## config.mk

```make
export PLATFORM = sky130hd
export DESIGN_NAME = phseq_top
export DESIGN_NICKNAME = d
export VERILOG_FILES = /design/src/rtl/phseq_pkg.sv /design/src/rtl/phseq_window.sv /design/src/rtl/phseq_cfg_check.sv /design/src/rtl/phseq_top.sv
export SDC_FILE = /design/constraint.sdc
export NUM_CORES = 1
export LEC_CHECK = 0
export BUFFER_PORTS_ARGS = -buffer_cell sky130_fd_sc_hd__buf_2
export CORE_MARGIN = 2
export CORE_UTILIZATION = 45
export CTS_CLUSTER_SIZE = 20
export DETAILED_ROUTE_END_ITERATION = 6
export GPL_ROUTABILITY_DRIVEN = 0
export PLACE_DENSITY = 0.74
export SYNTH_ARGS = -nofsm -noshare
export SYNTH_HDL_FRONTEND = slang
export SYNTH_SLANG_ARGS = --single-unit
```

## constraint.sdc

```tcl
create_clock -name clk_i -period 5.6 [get_ports clk_i]
set_input_delay 1.12 -clock clk_i [delete_from_list [all_inputs] [get_ports clk_i]]
set_output_delay 1.12 -clock clk_i [all_outputs]
set_load 0.01 [all_outputs]
```

## src/rtl/phseq_pkg.sv

```systemverilog
package phseq_pkg;

    localparam int unsigned NUM_PH = 3;

    typedef enum int unsigned {
        PH_RST = 0,
        PH_OFF = 1,
        PH_SIG = 2
    } ph_idx_e;

endpackage

```

## src/rtl/phseq_window.sv

```systemverilog
module phseq_window #(
    parameter int unsigned W = 8
) (
    input  logic [W-1:0] cnt_i,
    input  logic [W-1:0] start_i,
    input  logic [W-1:0] end_i,
    input  logic [W-1:0] acc_dly_i,
    input  logic [W-1:0] acc_len_i,
    output logic         in_ph_o,
    output logic         acc_hit_o
);
    localparam int unsigned XW = W + 1;

    logic [XW-1:0] rel;
    logic [XW-1:0] lo;
    logic [XW-1:0] hi;
    logic          past_start;

    always_comb begin
        past_start = (cnt_i >= start_i);
        rel        = {1'b0, cnt_i} - {1'b0, start_i};
        lo         = {1'b0, acc_dly_i};
        hi         = lo + {1'b0, acc_len_i};
        in_ph_o    = past_start && (cnt_i <= end_i);
        acc_hit_o  = past_start && (rel >= lo) && (rel < hi);
    end
endmodule

```

## src/rtl/phseq_cfg_check.sv

```systemverilog
module phseq_cfg_check
    import phseq_pkg::*;
#(
    parameter int unsigned W = 8
) (
    input  logic                    hp_i,
    input  logic [NUM_PH-1:0][W-1:0] start_i,
    input  logic [NUM_PH-1:0][W-1:0] end_i,
    input  logic [W-1:0]            inj_aux_i,
    input  logic [W-1:0]            inj_main_i,
    input  logic [W-1:0]            gate_on_i,
    input  logic [W-1:0]            gate_off_i,
    input  logic [W-1:0]            acc_dly_i,
    output logic                    ok_o
);
    localparam int unsigned XW = W + 1;

    logic [XW-1:0] gap;
    logic          order_ok;
    logic          place_ok;
    logic          odd_any;

    always_comb begin
        gap      = hp_i ? XW'(1) : XW'(2);
        order_ok = ({1'b0, start_i[PH_RST]} >= gap);
        odd_any  = inj_aux_i[0] | inj_main_i[0] | gate_on_i[0]
                 | gate_off_i[0] | acc_dly_i[0];
        for (int i = 0; i < int'(NUM_PH); i++) begin
            order_ok = order_ok && (start_i[i] <= end_i[i]);
            odd_any  = odd_any | start_i[i][0] | end_i[i][0];
            if (i > 0) begin
                order_ok = order_ok &&
                    ({1'b0, start_i[i]} >= ({1'b0, end_i[i-1]} + gap));
            end
        end
        place_ok = (inj_aux_i  >= start_i[PH_OFF]) && (inj_aux_i  <= end_i[PH_OFF])
                && (inj_main_i >= start_i[PH_SIG]) && (inj_main_i <= end_i[PH_SIG])
                && (gate_on_i  >  start_i[PH_SIG]) && (gate_on_i  <= end_i[PH_SIG])
                && (gate_off_i >  end_i[PH_SIG]);
        ok_o = order_ok && place_ok && (hp_i || !odd_any);
    end
endmodule

```

## src/rtl/phseq_top.sv

```systemverilog
module phseq_top
    import phseq_pkg::*;
#(
    parameter int unsigned CNT_W = 8
) (
    input  logic             clk_i,
    input  logic             rst_ni,
    input  logic             sync_i,
    input  logic             adc_hp_i,
    input  logic [CNT_W-1:0] rst_start_i,
    input  logic [CNT_W-1:0] rst_end_i,
    input  logic [CNT_W-1:0] off_start_i,
    input  logic [CNT_W-1:0] off_end_i,
    input  logic [CNT_W-1:0] sig_start_i,
    input  logic [CNT_W-1:0] sig_end_i,
    input  logic [CNT_W-1:0] inj_aux_at_i,
    input  logic [CNT_W-1:0] inj_main_at_i,
    input  logic [CNT_W-1:0] gate_on_i,
    input  logic [CNT_W-1:0] gate_off_i,
    input  logic [CNT_W-1:0] acc_dly_i,
    input  logic [CNT_W-1:0] acc_len_i,
    output logic             ph_rst_o,
    output logic             ph_off_o,
    output logic             ph_sig_o,
    output logic             inj_aux_o,
    output logic             inj_main_o,
    output logic             filt_acc_o,
    output logic             gate_o,
    output logic             done_o,
    output logic             cfg_err_o
);
    localparam int unsigned XW = CNT_W + 1;

    typedef struct packed {
        logic             run;
        logic [CNT_W-1:0] cnt;
    } seq_t;

    seq_t st_d, st_q;

    logic [NUM_PH-1:0][CNT_W-1:0] ph_start;
    logic [NUM_PH-1:0][CNT_W-1:0] ph_end;
    logic [NUM_PH-1:0]            in_ph;
    logic [NUM_PH-1:0]            acc_hit;
    logic                         cfg_ok;
    logic                         act;
    logic                         seq_run;
    logic [CNT_W-1:0]             seq_cnt;

    assign ph_start[PH_RST] = rst_start_i;
    assign ph_start[PH_OFF] = off_start_i;
    assign ph_start[PH_SIG] = sig_start_i;
    assign ph_end[PH_RST]   = rst_end_i;
    assign ph_end[PH_OFF]   = off_end_i;
    assign ph_end[PH_SIG]   = sig_end_i;

    phseq_cfg_check #(.W(CNT_W)) cfg_chk_i (
        .hp_i       (adc_hp_i),
        .start_i    (ph_start),
        .end_i      (ph_end),
        .inj_aux_i  (inj_aux_at_i),
        .inj_main_i (inj_main_at_i),
        .gate_on_i  (gate_on_i),
        .gate_off_i (gate_off_i),
        .acc_dly_i  (acc_dly_i),
        .ok_o       (cfg_ok)
    );

    for (genvar g = 0; g < int'(NUM_PH); g++) begin : g_win
        phseq_window #(.W(CNT_W)) win_i (
            .cnt_i     (st_q.cnt),
            .start_i   (ph_start[g]),
            .end_i     (ph_end[g]),
            .acc_dly_i (acc_dly_i),
            .acc_len_i (acc_len_i),
            .in_ph_o   (in_ph[g]),
            .acc_hit_o (acc_hit[g])
        );
    end

    always_comb begin
        st_d = st_q;
        if (!cfg_ok) begin
            st_d = '0;
        end else if (sync_i) begin
            st_d.run = 1'b1;
            st_d.cnt = '0;
        end else if (st_q.run) begin
            if (st_q.cnt == gate_off_i) begin
                st_d = '0;
            end else begin
                st_d.cnt = st_q.cnt + 1'b1;
            end
        end
    end

    always_ff @(posedge clk_i or negedge rst_ni) begin
        if (!rst_ni) begin
            st_q <= '0;
        end else begin
            st_q <= st_d;
        end
    end

    assign seq_run = st_q.run;
    assign seq_cnt = st_q.cnt;

    always_comb begin
        act        = st_q.run && cfg_ok;
        ph_rst_o   = act && in_ph[PH_RST];
        ph_off_o   = act && in_ph[PH_OFF];
        ph_sig_o   = act && in_ph[PH_SIG];
        inj_aux_o  = act && (st_q.cnt == inj_aux_at_i);
        inj_main_o = act && (st_q.cnt == inj_main_at_i);
        filt_acc_o = act && (|acc_hit);
        gate_o     = act && (st_q.cnt >= gate_on_i) && (st_q.cnt < gate_off_i);
        done_o     = act && ({1'b0, st_q.cnt} == ({1'b0, sig_end_i} + XW'(1)));
        cfg_err_o  = !cfg_ok;
    end
endmodule

```

Word level (Yosys, flattened, before mapping)
Cells that the tools add are included.
Widths: inputs -> output; s select.
{"block": "totals", "regBits": 9, "input_bits": 100, "wordCells": 94}
{"block": "op_classes", "add_sub_neg": 8, "magnitude_cmp": 27, "n_eq_ne": 5, "muxes": 6, "n_bitwise": 10, "n_reduce_logical": 36}
{"op": "$le 8x8->1", "count": 9}
{"op": "$ge 8x8->1", "count": 6}
{"op": "$logic_and 1x1->1", "count": 32}
{"op": "$ge 8x9->1", "count": 3}
{"op": "$ge 9x8->1", "count": 3}
{"op": "$lt 9x9->1", "count": 3}
{"op": "$mux 9", "count": 3}
{"op": "$sub 8x8->9", "count": 3}
{"op": "$eq 8x8->1", "count": 3}
{"op": "$add 8x9->9", "count": 2}
{"op": "$gt 8x8->1", "count": 2}
{"op": "$or 1x1->1", "count": 10}
{"op": "$add 8x1->9 const B", "count": 1}
{"op": "$add 8x8->9", "count": 1}
{"op": "$eq 8x9->1", "count": 1}
{"op": "$add 8x1->8 const B", "count": 1}
{"op": "$lt 8x8->1", "count": 1}
{"op": "$mux 8", "count": 1}
{"op": "$ne 3x3->1 const B", "count": 1}
{"op": "$reduce_or 3->1", "count": 1}
{"op": "$logic_not 1->1", "count": 2}
{"op": "$mux 2", "count": 1}
{"op": "$logic_or 1x1->1", "count": 1}
{"op": "$mux 1", "count": 1}

Depth between registers and ports, before layout
{"block": "depth", "depth_word": 16, "ltp_mapped": 17, "depth_no_buf": 17}

Cells and area by module
Synthesis repeated with hierarchy kept, for this count alone.
{"block": "hier_totals", "hier_cells": 977, "hier_area_um2": 7482.2}
{"module": "phseq_window", "n_inst": 3, "cells_each": 158, "area_each_um2": 1199.9}
{"module": "phseq_cfg_check", "n_inst": 1, "cells_each": 330, "area_each_um2": 2552.4}
{"module": "phseq_top", "n_inst": 1, "cells_each": 173, "area_each_um2": 1330.0}

Worst setup path after synthesis
OpenSTA, ideal clock, no wires.
{"block": "synth_timing", "path_kind": "input-to-output", "from": "input port adc_hp_i", "to": "output port ph_off_o", "arrival_time_ns": 4.071, "required_time_ns": 4.480, "slack_ns": 0.409, "cell_stages": 14, "cell_sequence": "ha_1 -> fa_1 -> nand2_1 -> nor2_1 -> xnor2_1 -> ha_1 -> o21a_1 -> nor2_1 -> or4_4 -> nor4_2 -> o2111ai_1 -> or3_1 -> buf_6 -> a2111oi_2"}
{"block": "synth_via", "elab_chain_cells": 11, "word_cells_on_any_way": 16, "classes_between": "2 x add/sub; 3 x order compare; 1 x mux; 10 x reduce/logical"}
{"item": "start, declared", "line": "phseq_top.sv:9", "rtl": "input logic adc_hp_i,"}
{"item": "branches (longest 8 deep; another with $add 8x9->9)"}
{"item": "$logic_and 1x1->1 *", "line": "phseq_cfg_check.sv:40", "rtl": "ok_o = order_ok && place_ok && (hp_i || !odd_any);"}
{"item": "$logic_and 1x1->1 *", "line": "phseq_top.sv:109", "rtl": "act = st_q.run && cfg_ok;"}
{"item": "$logic_and 1x1->1 *", "line": "phseq_top.sv:111", "rtl": "ph_off_o = act && in_ph[PH_OFF];"}
{"item": "end, declared", "line": "phseq_top.sv:23", "rtl": "output logic ph_off_o,"}
Mark *: on every way between the ends.

Final worst setup path
Ends and elaborated chain as after synthesis.

==> flow_summary.ini <==
[layout]
drive_above_1_share_pct = 17.0
regArea_um2 = 225
multi_input_area_um2 = 6100
nets = 1296
layout_common_cells = ha_1 (222), buf_2 (106), inv_1 (91)
area_delta_synth_final_pct = 17.8
fillCellCount = 1376
layout_commonest_cell = ha_1
layout.cells.non_filler = 1149
antenna_cells = 0

[die]
io_pins = 109
core_area_um2 = 14400
dieArea_um2 = 15600
die_x_um = 125
die_h_um = 125
start_util_pct = 45.7
rows = 44

[grt]
grt_overflow_total = 0
grt_start_max_net_pins = 17
grt_first_pass_wirelength_mm = 31.8
track_usage_pct = 24.8
grt_pass1_vias = 6483
antenna_found_initial = 0

[power_and_ir_drop]
peakVddDrop_uv = 90.2
p_int_mw = 0.385
swShare_pct = 44.7
power.share.combinational_pct = 72.9
power_frac_seq_pct = 9.4
switchingPower_mw = 0.311
p_per_area_nw_per_um2 = 89.7
clock_power_share_pct = 17.7
leakage_nw = 4.10

[clocking]
numCtsBuffers = 3
clock_latency_ns = 0.23
clock-sinks = 9
cts_tree = done
root_buffer = clkbuf_16
htreeDepth = 1
clockBufferDepth = 2
clkSlewWorstSetupHoldPaths_ns = 0.04

[sta]
tightest_slew_ns = 0.797
fin_crit_ns = 5.50
whs_ns = 0.738
maxSlewViolCount = 0
slew_headroom_pct = 46.6
finalCritPeriodShare_pct = 98.2
finClkSkew_ns = 0.00267
final-setup-viol-count = 0
clock.fmax_mhz = 182
final_hold_viol_count = 0

[synth]
synth_top_area_share_pct = 42.5
ys_ff_latch = 9
syn-num-nets = 1165
syn_area_per_cell_um2 = 7.89
synthTopCellsByArea = ha_1 (43%), a21oi_1 (6.0%), inv_1 (5.2%)
seq_area_frac_synth_pct = 3.42
async_flop_share_pct = 100
ys_types = 48
synthFlopType = dfrtp_1
synth-edff-count = 0
syn-cell-area_um2 = 6590
synth_cells = 835
yosysWarningCount = 0
yosysTopAreaCell = ha_1

[critical_path]
end_kind = output port
critical_path.cell_chain = buf_12 -> ha_4 -> fa_2 -> nand2_2 -> nor2_2 -> xnor2_1 -> ha_2 -> o21a_1 -> nor2_1 -> or4_4 -> nor4_4 -> o2111ai_2 -> or3_4 -> buf_6 -> a2111oi_4 -> buf_2
start_kind = primary input
r2r_end = seq_cnt[2]$_DFFE_PN0P_
worstSetupPathType = primary input to output port
reg2reg_from = seq_cnt[0]$_DFFE_PN0P_
reg2reg_depth = 11
worst_ep_required_time_ns = 4.48
worst_path_max_delay_cell = or3_4
r2r_slack_ns = 3.43
critPathMaxFanout = 4
critPathMaxStageDelay_ns = 0.46
crit_arrival_ns = 4.38

[route]
wire_per_inst_um = 17.5
vias = 6721
viasPerCell = 5.85
first_pass_iters = 5
drt-initial-drc-count = 386
antenna_left = 0
drt_wl_total_mm = 20.1
drc = 0

[outcome]
outcome = complete, no violations

[job]
drv_cap = 0

[worst_hold_path]
min_path_type = primary input to asynchronous set/reset pin

[placement]
place_hpwl_mm = 17.1
port_buffers = 108
dpl.cell_count = 1142
==> flip-flops by register name, summed over array words and instances, names as in the netlist <==
signal,cells
seq_run,1
seq_cnt,8
==> cells by family (layout without fill, tap and decap cells) <==
group / Yosys count / after routing / share of synthesized area [%]
adder cells (fa/ha/maj): 230 / 230 / 44.4
buffers and inverters: 102 / 232 / 5.94
AO/OA/AOI/OAI: 235 / 235 / 22.4
XOR/XNOR: 53 / 53 / 7.04
multiplexers: 1 / 1 / 0.152
flip-flops: 9 / 9 / 3.42
AND/OR/NAND/NOR: 205 / 205 / 16.7
==> synthesized netlist by cell type, drive strengths merged (2+ instances only) <==
cell type and number:
ha 224, inv 92, a21oi 79, o21ai 59, nor2 44, xor2 28
nand2 27, xnor2 25, nand4 24, nor2b 24, nand2b 23, nand3 21
a21o 19, o21a 17, a211oi 13, nor4 13, a2111oi 10, dfrtp 9
and3 8, clkbuf 8, nor3 8, o211ai 7, fa 6, o2111ai 6
nor3b 5, o21bai 5, o31a 5, a21boi 3, and4 3, o22ai 3
buf 2, o31ai 2, o32a 2, or3 2, or4 2
==> metrics by stage <==
step                util [%]  setup slack, ns  area [um2]  total power, mW  setup TNS [ns]
floorplan                  -            0.409        6590            0.385               0
global placement        52.0           -0.102        7500            0.534          -0.282
detailed placement      52.0           -0.210        7500            0.548          -0.844
CTS                     52.7           0.0371        7610            0.679               0
global route            53.8          -0.0355        7760            0.774         -0.0464
finish                  53.8           0.0985        7760            0.696               0
==> how the worst max path moves through the flow <==
stage | slack, ns | startpoint | endpoint | depth (start not counted)
2_1_floorplan | 0.41 | adc_hp_i | ph_off_o | 14
3_3_place_gp | -0.10 | adc_hp_i | ph_off_o | 16
3_5_place_dp | -0.21 | adc_hp_i | ph_off_o | 17
4_1_cts | 0.04 | adc_hp_i | ph_off_o | 16
5_1_grt | -0.04 | adc_hp_i | ph_off_o | 16
6_report | 0.1 | adc_hp_i | ph_off_o | 16
==> repair_timing <==
| item | 4_1_cts | 5_1_grt |
|---|---|---|
| hold buffers | 0 | 0 |
| resized for setup | 3 | 30 |
| setup endpoints to repair | 8 | 8 |
| setup buffers | 1 | 2 |
| pin swaps | 4 | 15 |
==> worst max-delay path: cells and delay by family <==
kind                       cells  cell delay (ns)
and+or+nand+nor                6             1.37
xor gates and xnor gates       1             0.13
AOI/OAI and AO/OA              3             0.48
adders and majority gates      3             0.83
buffers and inverters          3             0.45
==> power by group through the flow <==
| stage | Clock, mW | Combinational (mW) | Sequential (mW) |
|---|---|---|---|
| 2_1_floorplan | 0 | 0.318 | 0.0662 |
| 3_3_place_gp | 0 | 0.468 | 0.0662 |
| 3_5_place_dp | 0 | 0.482 | 0.0662 |
| 4_1_cts | 0.126 | 0.488 | 0.0654 |
| 5_1_grt | 0.132 | 0.577 | 0.0653 |
| 6_report | 0.123 | 0.508 | 0.0654 |
==> final cells by class <==
| type | count | area share (%) |
|---|---|---|
| Inverter | 92 | 4.48 |
| Tap cell | 184 | 2.97 |
| Sequential cell | 9 | 2.90 |
| Timing Repair Buffer | 136 | 10.0 |
| Clock buffer | 4 | 1.02 |
| Multi-Input combinational cell | 724 | 78.6 |
==> metal layers <==
layer	GRT usage, %	part of all wire, %
met1	33.5	45
met2	43.3	46
met3	2.61	6.7
met4	4.38	1.5
met5	0	0
(Power assumes the default switching activity.)
